===== config.mk =====
export PLATFORM = sky130hd
export DESIGN_NAME = banked_regfile
export DESIGN_NICKNAME = d
export VERILOG_FILES = /design/src/rtl/bregs_pkg.sv /design/src/rtl/bank_map.sv /design/src/rtl/phys_store.sv /design/src/rtl/banked_regfile.sv
export SDC_FILE = /design/constraint.sdc
export NUM_CORES = 1
export LEC_CHECK = 0
export BUFFER_PORTS_ARGS = -buffer_cell sky130_fd_sc_hd__buf_2
export CAP_MARGIN = 15
export CORE_MARGIN = 4
export CORE_UTILIZATION = 35
export DETAILED_ROUTE_END_ITERATION = 16
export GPL_ROUTABILITY_DRIVEN = 0
export MAX_ROUTING_LAYER = met4
export RECOVER_POWER = 25
export SETUP_SLACK_MARGIN = 0.05
export SKIP_CTS_REPAIR_TIMING = 1
export SLEW_MARGIN = 30
export SYNTH_ARGS = -nofsm -noshare
export SYNTH_HDL_FRONTEND = slang
export SYNTH_SLANG_ARGS = --single-unit

===== constraint.sdc =====
create_clock -name clk -period 2.2 [get_ports clk]
set_input_delay 0 -clock clk [delete_from_list [all_inputs] [get_ports clk]]
set_output_delay 0 -clock clk [all_outputs]
set_load 0.005 [all_outputs]

===== src/rtl/bregs_pkg.sv =====
package bregs_pkg;
  typedef enum logic [1:0] {
    WK_FULL = 2'b00,
    WK_LOW  = 2'b01,
    WK_HIGH = 2'b10,
    WK_NONE = 2'b11
  } wr_kind_e;

  localparam int unsigned BYTE_W = 8;
endpackage


===== src/rtl/bank_map.sv =====
module bank_map #(
  parameter int unsigned IDX_W  = 3,
  parameter int unsigned PHYS_W = 4
) (
  input  logic [IDX_W-1:0]  idx,
  input  logic              kernel,
  input  logic              sys_ovr,
  output logic [PHYS_W-1:0] phys
);
  localparam int unsigned HALF = 2 ** (IDX_W - 1);

  // Physical layout: 0..HALF-1 shared, HALF..2*HALF-1 user-only,
  // 2*HALF..3*HALF-1 system bank.
  always_comb begin
    phys = PHYS_W'(idx);
    if (idx[IDX_W-1] && (kernel || sys_ovr))
      phys = PHYS_W'(idx) + PHYS_W'(HALF);
  end
endmodule


===== src/rtl/phys_store.sv =====
module phys_store
  import bregs_pkg::*;
#(
  parameter int unsigned NPHYS       = 12,
  parameter int unsigned PHYS_W      = 4,
  parameter int unsigned DATA_W      = 16,
  parameter int unsigned IP_W        = 24,
  parameter int unsigned IP_SLOT     = 8,
  parameter int unsigned STATUS_SLOT = 11,
  parameter int unsigned MODE_BIT    = 12
) (
  input  logic              clk,
  input  logic              rst,
  input  logic              we,
  input  logic [PHYS_W-1:0] wslot,
  input  logic [1:0]        kind,
  input  logic [IP_W-1:0]   wdata,
  input  logic [PHYS_W-1:0] rslot_a,
  input  logic [PHYS_W-1:0] rslot_b,
  output logic [IP_W-1:0]   rdata_a,
  output logic [IP_W-1:0]   rdata_b,
  output logic              kernel
);
  logic [IP_W-1:0] slot_val [NPHYS];

  for (genvar i = 0; i < NPHYS; i++) begin : g_slot
    localparam int unsigned W = (i == IP_SLOT) ? IP_W : DATA_W;
    logic [W-1:0] q;

    always_ff @(posedge clk) begin
      if (rst) begin
        q <= '0;
      end else if (we && (wslot == PHYS_W'(i))) begin
        case (kind)
          WK_FULL: q <= wdata[W-1:0];
          WK_LOW:  q <= W'(wdata[BYTE_W-1:0]);
          WK_HIGH: q[2*BYTE_W-1:BYTE_W] <= wdata[BYTE_W-1:0];
          default: q <= q;
        endcase
      end
    end

    assign slot_val[i] = IP_W'(q);
  end

  assign rdata_a = slot_val[rslot_a];
  assign rdata_b = slot_val[rslot_b];
  assign kernel  = slot_val[STATUS_SLOT][MODE_BIT];
endmodule


===== src/rtl/banked_regfile.sv =====
module banked_regfile
  import bregs_pkg::*;
#(
  parameter int unsigned DATA_W   = 16,
  parameter int unsigned IP_W     = 24,
  parameter int unsigned IDX_W    = 3,
  parameter int unsigned MODE_BIT = 12
) (
  input  logic              clk,
  input  logic              rst,
  input  logic [IDX_W-1:0]  rd_a_idx,
  input  logic              rd_a_sys,
  output logic [IP_W-1:0]   rd_a_data,
  input  logic [IDX_W-1:0]  rd_b_idx,
  input  logic              rd_b_sys,
  output logic [IP_W-1:0]   rd_b_data,
  input  logic              wr_en,
  input  logic [IDX_W-1:0]  wr_idx,
  input  logic              wr_sys,
  input  logic [1:0]        wr_kind,
  input  logic [IP_W-1:0]   wr_data,
  output logic              kernel_mode
);
  localparam int unsigned HALF        = 2 ** (IDX_W - 1);
  localparam int unsigned NPHYS       = 3 * HALF;
  localparam int unsigned PHYS_W      = $clog2(NPHYS);
  localparam int unsigned IP_SLOT     = 2 * HALF;
  localparam int unsigned STATUS_SLOT = 3 * HALF - 1;
  localparam int unsigned NACC        = 3;

  logic [IDX_W-1:0]  acc_idx  [NACC];
  logic              acc_sys  [NACC];
  logic [PHYS_W-1:0] acc_phys [NACC];
  logic              kern;

  // access 0: read A, 1: read B, 2: write
  assign acc_idx[0] = rd_a_idx;
  assign acc_sys[0] = rd_a_sys;
  assign acc_idx[1] = rd_b_idx;
  assign acc_sys[1] = rd_b_sys;
  assign acc_idx[2] = wr_idx;
  assign acc_sys[2] = wr_sys;

  for (genvar p = 0; p < NACC; p++) begin : g_map
    bank_map #(.IDX_W(IDX_W), .PHYS_W(PHYS_W)) u_map (
      .idx     (acc_idx[p]),
      .kernel  (kern),
      .sys_ovr (acc_sys[p]),
      .phys    (acc_phys[p])
    );
  end

  phys_store #(
    .NPHYS(NPHYS), .PHYS_W(PHYS_W), .DATA_W(DATA_W), .IP_W(IP_W),
    .IP_SLOT(IP_SLOT), .STATUS_SLOT(STATUS_SLOT), .MODE_BIT(MODE_BIT)
  ) u_store (
    .clk     (clk),
    .rst     (rst),
    .we      (wr_en),
    .wslot   (acc_phys[2]),
    .kind    (wr_kind),
    .wdata   (wr_data),
    .rslot_a (acc_phys[0]),
    .rslot_b (acc_phys[1]),
    .rdata_a (rd_a_data),
    .rdata_b (rd_b_data),
    .kernel  (kern)
  );

  assign kernel_mode = kern;
endmodule


After elaboration in Yosys (flattened, before gate mapping)
Index checks and enable logic that the tools add are counted.

word-level totals
  register bits after elaboration = 200
  input bits = 41
  output and inout bits = 49
  logic and storage cells = 104

operators by class
  $add $sub $neg = 3
  magnitude comparators = 2
  equality and inequality tests = 13
  mux-type cells = 11
  bitwise gates (word level) = 2
  reductions and logical operators = 48

operators by type and width
  cell                                                      number
  binary-select mux 24 bit (select 4 bit)                   2
  two-way mux 24 bit                                        4
  AND reduction 2 bit                                       25
  one-hot mux 8 bit (3 select lines)                        1
  equality test 4 x 3 -> 1 bit, second input constant       4
  equality test 4 bit, second input constant                4
  one-hot mux 8 bit (2 select lines)                        1
  logical AND 1 bit                                         15
  adder 3 x 3 -> 4 bit, second input constant               3
  two-way mux 4 bit                                         3
  greater-or-equal comparator 5 bit, second input constant  2
  inverter 4 -> 5 bit                                       2
  equality test 4 x 2 -> 1 bit, second input constant       2
  equality test 4 x 1 -> 1 bit, second input constant       1
  zero test 4 bit                                           1
  logical OR 1 bit                                          3
  nonzero test 3 bit                                        1
  equality test 2 x 1 -> 1 bit, second input constant       1
  equality test 2 bit, second input constant                1
  zero test 2 bit                                           1
  nonzero test 2 bit                                        1
  OR reduction 2 bit                                        1

Longest topological paths before layout
  depth in word-level cells = 7
  mapped depth = 8
  depth with buffers taken out = 6

Modules after synthesis
From an unflattened synthesis, not the netlist that was laid out.

second synthesis, totals
  cell total of the unflattened synthesis = 1,280
  area, all modules = 11,920.2 um2

modules (own cells, without submodules)
  module      times used  cells an instance  area each (um2)  seq. area each (um2)
  phys_store  1           1,268              11,815.1         4,003.8
  bank_map    3           4                  35.0             0.0

Least setup slack after synthesis
Ideal clock, no wire load.

  path type = register to register
  from = register u_store.g_slot[11].q[12]
  to = register u_store.g_slot[10].q[13]
  setup time = 0.086 ns
  arrival time = 1.593 ns
  data required time = 2.114 ns
  path slack = 0.522 ns
  stages on the path, launching flop included = 7
  buffers on the path = 2
  clock period less this slack = 1.678 ns
  path through = dfxtp_1 -> buf_4 -> nor2_1 -> nor3_2 -> buf_2 -> nor2_1 -> a211oi_1

on the way
  cells in the longest elaborated chain, start to end = 6

ends and longest elaborated chain
  element                          RTL line          text
  start, declared                  phys_store.sv:28  logic [W-1:0] q;
  start signal, assigned           phys_store.sv:35  WK_FULL: q <= wdata[W-1:0];
  start signal, assigned           phys_store.sv:36  WK_LOW: q <= W'(wdata[BYTE_W-1:0]);
  start signal, assigned by index  phys_store.sv:37  WK_HIGH: q[2*BYTE_W-1:BYTE_W] <= wdata[BYTE_W-1:0];
  logical OR 1 bit                 bank_map.sv:16    if (idx[IDX_W-1] && (kernel || sys_ovr))
  logical AND 1 bit                bank_map.sv:16
  two-way mux 4 bit                bank_map.sv:16
  equality test 4 bit              phys_store.sv:33  end else if (we && (wslot == PHYS_W'(i))) begin
  logical AND 1 bit                phys_store.sv:33
  AND reduction 2 bit (no line)    -
  end signal, assigned             phys_store.sv:35
  end signal, assigned             phys_store.sv:36
  end signal, assigned by index    phys_store.sv:37
  end, declared                    phys_store.sv:28

No other way between the ends.
A chain may end at the register's enable or synchronous reset.

Worst setup path in the final report
  from = register u_store.g_slot[11].q[12]
  to = output rd_a_data[12]

on the way
  cells in the longest elaborated chain, start to end = 7

ends and longest elaborated chain
  element                                                     RTL line              text
  logical OR 1 bit                                            bank_map.sv:16
  logical AND 1 bit                                           bank_map.sv:16
  two-way mux 4 bit                                           bank_map.sv:16
  inverter 4 -> 5 bit (not written as such)                   phys_store.sv:46      assign rdata_a = slot_val[rslot_a];
  binary-select mux 24 bit (select 4 bit) (*)                 phys_store.sv:46
  two-way mux 24 bit (not written as such) (*) (2 in series)  phys_store.sv:46
  end, declared                                               banked_regfile.sv:13  output logic [IP_W-1:0] rd_a_data,

Mark *: on every way between the ends. The rest lies on a longest branch, timed or not. The select of a mux whose other input is x is not followed.

==> results by group <==
Floorplan
  • Num rows: between 60 and 70
  • Io pins: 90
  • Die width: around 180 um
  • Die H: approximately 180 um
  • Core ar.: approximately 0.03 sq mm
  • Die area: around 0.033 sq mm
  • Initial Utilization: 35.39%

Setup path
  • Worst setup path endpoint: rd_a_data[12]
  • Setup Crit Path Kind: flop to output port
  • Max incr delay on CP: 0.47 ns
  • R2R Setup Slk: approximately 0.52 ns
  • Worst setup EP type: output port
  • R2R Path Start: u_store.g_slot[11].q[12]
  • Critical Path RT: roughly 2.2 ns
  • R2R Path End: u_store.g_slot[7].q[11]
  • Max stage delay cell, worst path: mux4_2
  • Worst-path cell chain: buf_4, mux4_2, mux2i_1, o21ai_0, buf_2
  • Bufs and invs on worst path: 2
  • WP data arrival: between 2 and 2.5 ns
  • Worst r2r path cells: 5
  • Crit path max-delay family: multiplexers
  • Stages on worst setup path: 5
  • Crit path from: u_store.g_slot[11].q[12]
  • Crit-path max FO: 8
  • Startpoint types: flop

GRT
  • GRT Overall Usage: a little under a fifth
  • Largest net degree at the start of global routing: slightly below 80
  • Vias in the first global route: between 8000 and 9000
  • GRT Residual Overflow: 0
  • Initial antenna violation count: 4
  • First-pass GRT wire length: between 40000 and 50000 um

Yosys
  • Synth top cells by count: dfxtp_1 (200), nor2_1 (182), nand2_1 (112)
  • Synth async-reset ratio: 0%
  • Mapped Cells: around 1100
  • Top FF cell, synth: dfxtp_1
  • YS warnings: 0
  • Mapped Area: approximately 0.010 sq mm
  • Register area share after synthesis: a little under two fifths
  • Post-synth EDFFs: 0
  • Mux cell area share after synthesis: a little over a quarter
  • Count leader, synth: dfxtp_1
  • Leading area contributor after synthesis: dfxtp_1
  • Synthesized area per cell: between 9 and 10 sq um
  • Distinct cells, synth: 40
  • Net Count, Synth: 1111
  • Compound-cell area share of the yosys netlist: roughly an eighth
  • Adder-cell area share of the yosys netlist: less than 1%
  • Post-synth top area share: 38.28%
  • Synth area leaders: dfxtp_1 (38%), mux4_2 (18%), mux2i_1 (8.9%), a211oi_1 (6.9%), nor2_1 (6.5%)
  • Xor and xnor fraction of the mapped netlist area: 0%
  • Seq cells post-synth: 200
  • Synth Area in Simple Gates: between 10% and 20%
  • Largest family of logic cells by synthesized area: multiplexers

Power and ir drop
  • PD cells: ~650 mW/mm^2
  • Leak pwr: about 0.0041 uW
  • Peak VDD IR: about 0.00053 V

Finish
  • Max FFs per register: 200
  • Cell Count, Final, Fillers Out: around 1600
  • Fillers: approximately 2900
  • Biggest regs: u_store.g_slot.q x200
  • Layout cell share with drive strength beyond 1: between 20% and 30%
  • Post-layout nets: 1192
  • Synth-to-Final Area Change: 17.37%
  • Biggest register: u_store.g_slot.q

Detailed routing
  • DR vias/cell: approximately 5.5
  • WL final: between 30000 and 40000 um
  • DR pass1 iterations: 5
  • DRC viols: 0
  • DR vias: 8562
  • Drt wl/cell: roughly 20 um
  • Post-route ant nets: 0
  • Starting DRC count in detailed routing: roughly 610

Placement
  • Dpl hpwl: a little over 20000 um
  • Dpl cells: 1500
  • I/O Buffers: a little under 90

Min path
  • Hold WC Path Type: input pin to flop
  • Worst hold path startpoint: rst

Job
  • Number of max-cap violations: 2

Run status
  • Failing checks: max-capacitance violations, max-slew violations
  • Status: finished, violations left

CTS
  • Clk_lat worst skew: about 0.44 ns
  • Root buffer cell: clkbuf_16
  • Worst-path clk slew: around 0.08 ns
  • Cts bufs inserted: 17
  • CTS tree: done
  • Htree depth: 4
  • CTS Sinks: 200
  • Maximum clock path buffer count: 2

Timing
  • Maximum clock rate: a little under 500 MHz
  • Post-layout min period: 2.081 ns
  • Headroom to the max-slew limit: -6.733%
  • Setup violators final: 0
  • Slew Viols, Final: 9
  • RSZ-0062 raised after global routing: false
  • Hold_ws: approximately 0.042 ns
  • Final Hold Fails: 0
  • Tcrit/Tclk final: between 90% and 100%
  • Worst-Margin Slew: approximately 1.6 ns
  • Fin Clk Skew: about 0.012 ns
worst min-delay path by stage:
stage               slack [ns]                 endpoint  cells past startpoint
CTS                      -0.19  u_store.g_slot[8].q[17]                      3
detailed placement        0.27             rd_a_data[7]                      3
global route              0.06   u_store.g_slot[1].q[9]                      2
finish                    0.04  u_store.g_slot[1].q[11]                      2
floorplan                 0.05             rd_a_data[7]                      1
global placement          0.27             rd_a_data[7]                      3
cell type report:
type                       count  area (sq um)  share of cell area (%)
multi-input combinational    761          5991                   48.80
sequential                   200          4005                   32.62
timing repair buffer         164          1139                   9.274
tap                          390         488.0                   3.975
clock buffer                  17         425.4                   3.465
clock inverter                15         207.7                   1.692
inverter                       3         11.26                 0.09172
antenna                        4         10.01                 0.08153
kinds of logic after synthesis:
logic type / Yosys count
AOI/OAI and AO/OA: 206
DFF: 200
buffers and inverters: 105
and+or+nand+nor: 373
muxes: 178
adders and majority gates: 4
per-layer routing:
metal / routed length, um / part of all wire [%] / global-route usage, %
met1: 14580 / 48 / 27.29
met2: 13760 / 45 / 28.11
met3: 1922 / 6.3 / 3.463
met4: 356 / 1.2 / 4.265
met5: 0 / 0 / -
metrics by stage:
stage	setup WS, ns	TNS (ns)	util, %	total power, uW	cell area [sq um]
finish	0.1189	0	41.53	7950	12280
global route	0.04839	0	41.53	8232	12280
CTS	-0.1210	-0.5233	41.03	7984	12130
detailed placement	0.3594	0	38.89	4681	11490
global placement	0.4039	0	38.89	4675	11490
floorplan	0.5217	0	-	4356	10460
power by group:
part / switching [uW] / internal (uW)
registers: 39.7 / 3670
clock network: 1580 / 1750
logic: 555 / 350
total: 2170 / 5780
cells in the final DEF (no fill, tap or decap), types with 13 or more instances in the layout:
master / n
nand2_1: 112
dlygate4sd3_1: 16
mux4_2: 85
a211oi_1: 96
buf_4: 42
dfxtp_1: 199
nor2_1: 181
mux2i_1: 93
nor2b_1: 13
buf_2: 85
clkbuf_16: 18
a31oi_1: 20
a21oi_1: 41
o21ai_0: 38
and2_1: 16
Note: power is estimated with default switching activity, not from simulation.
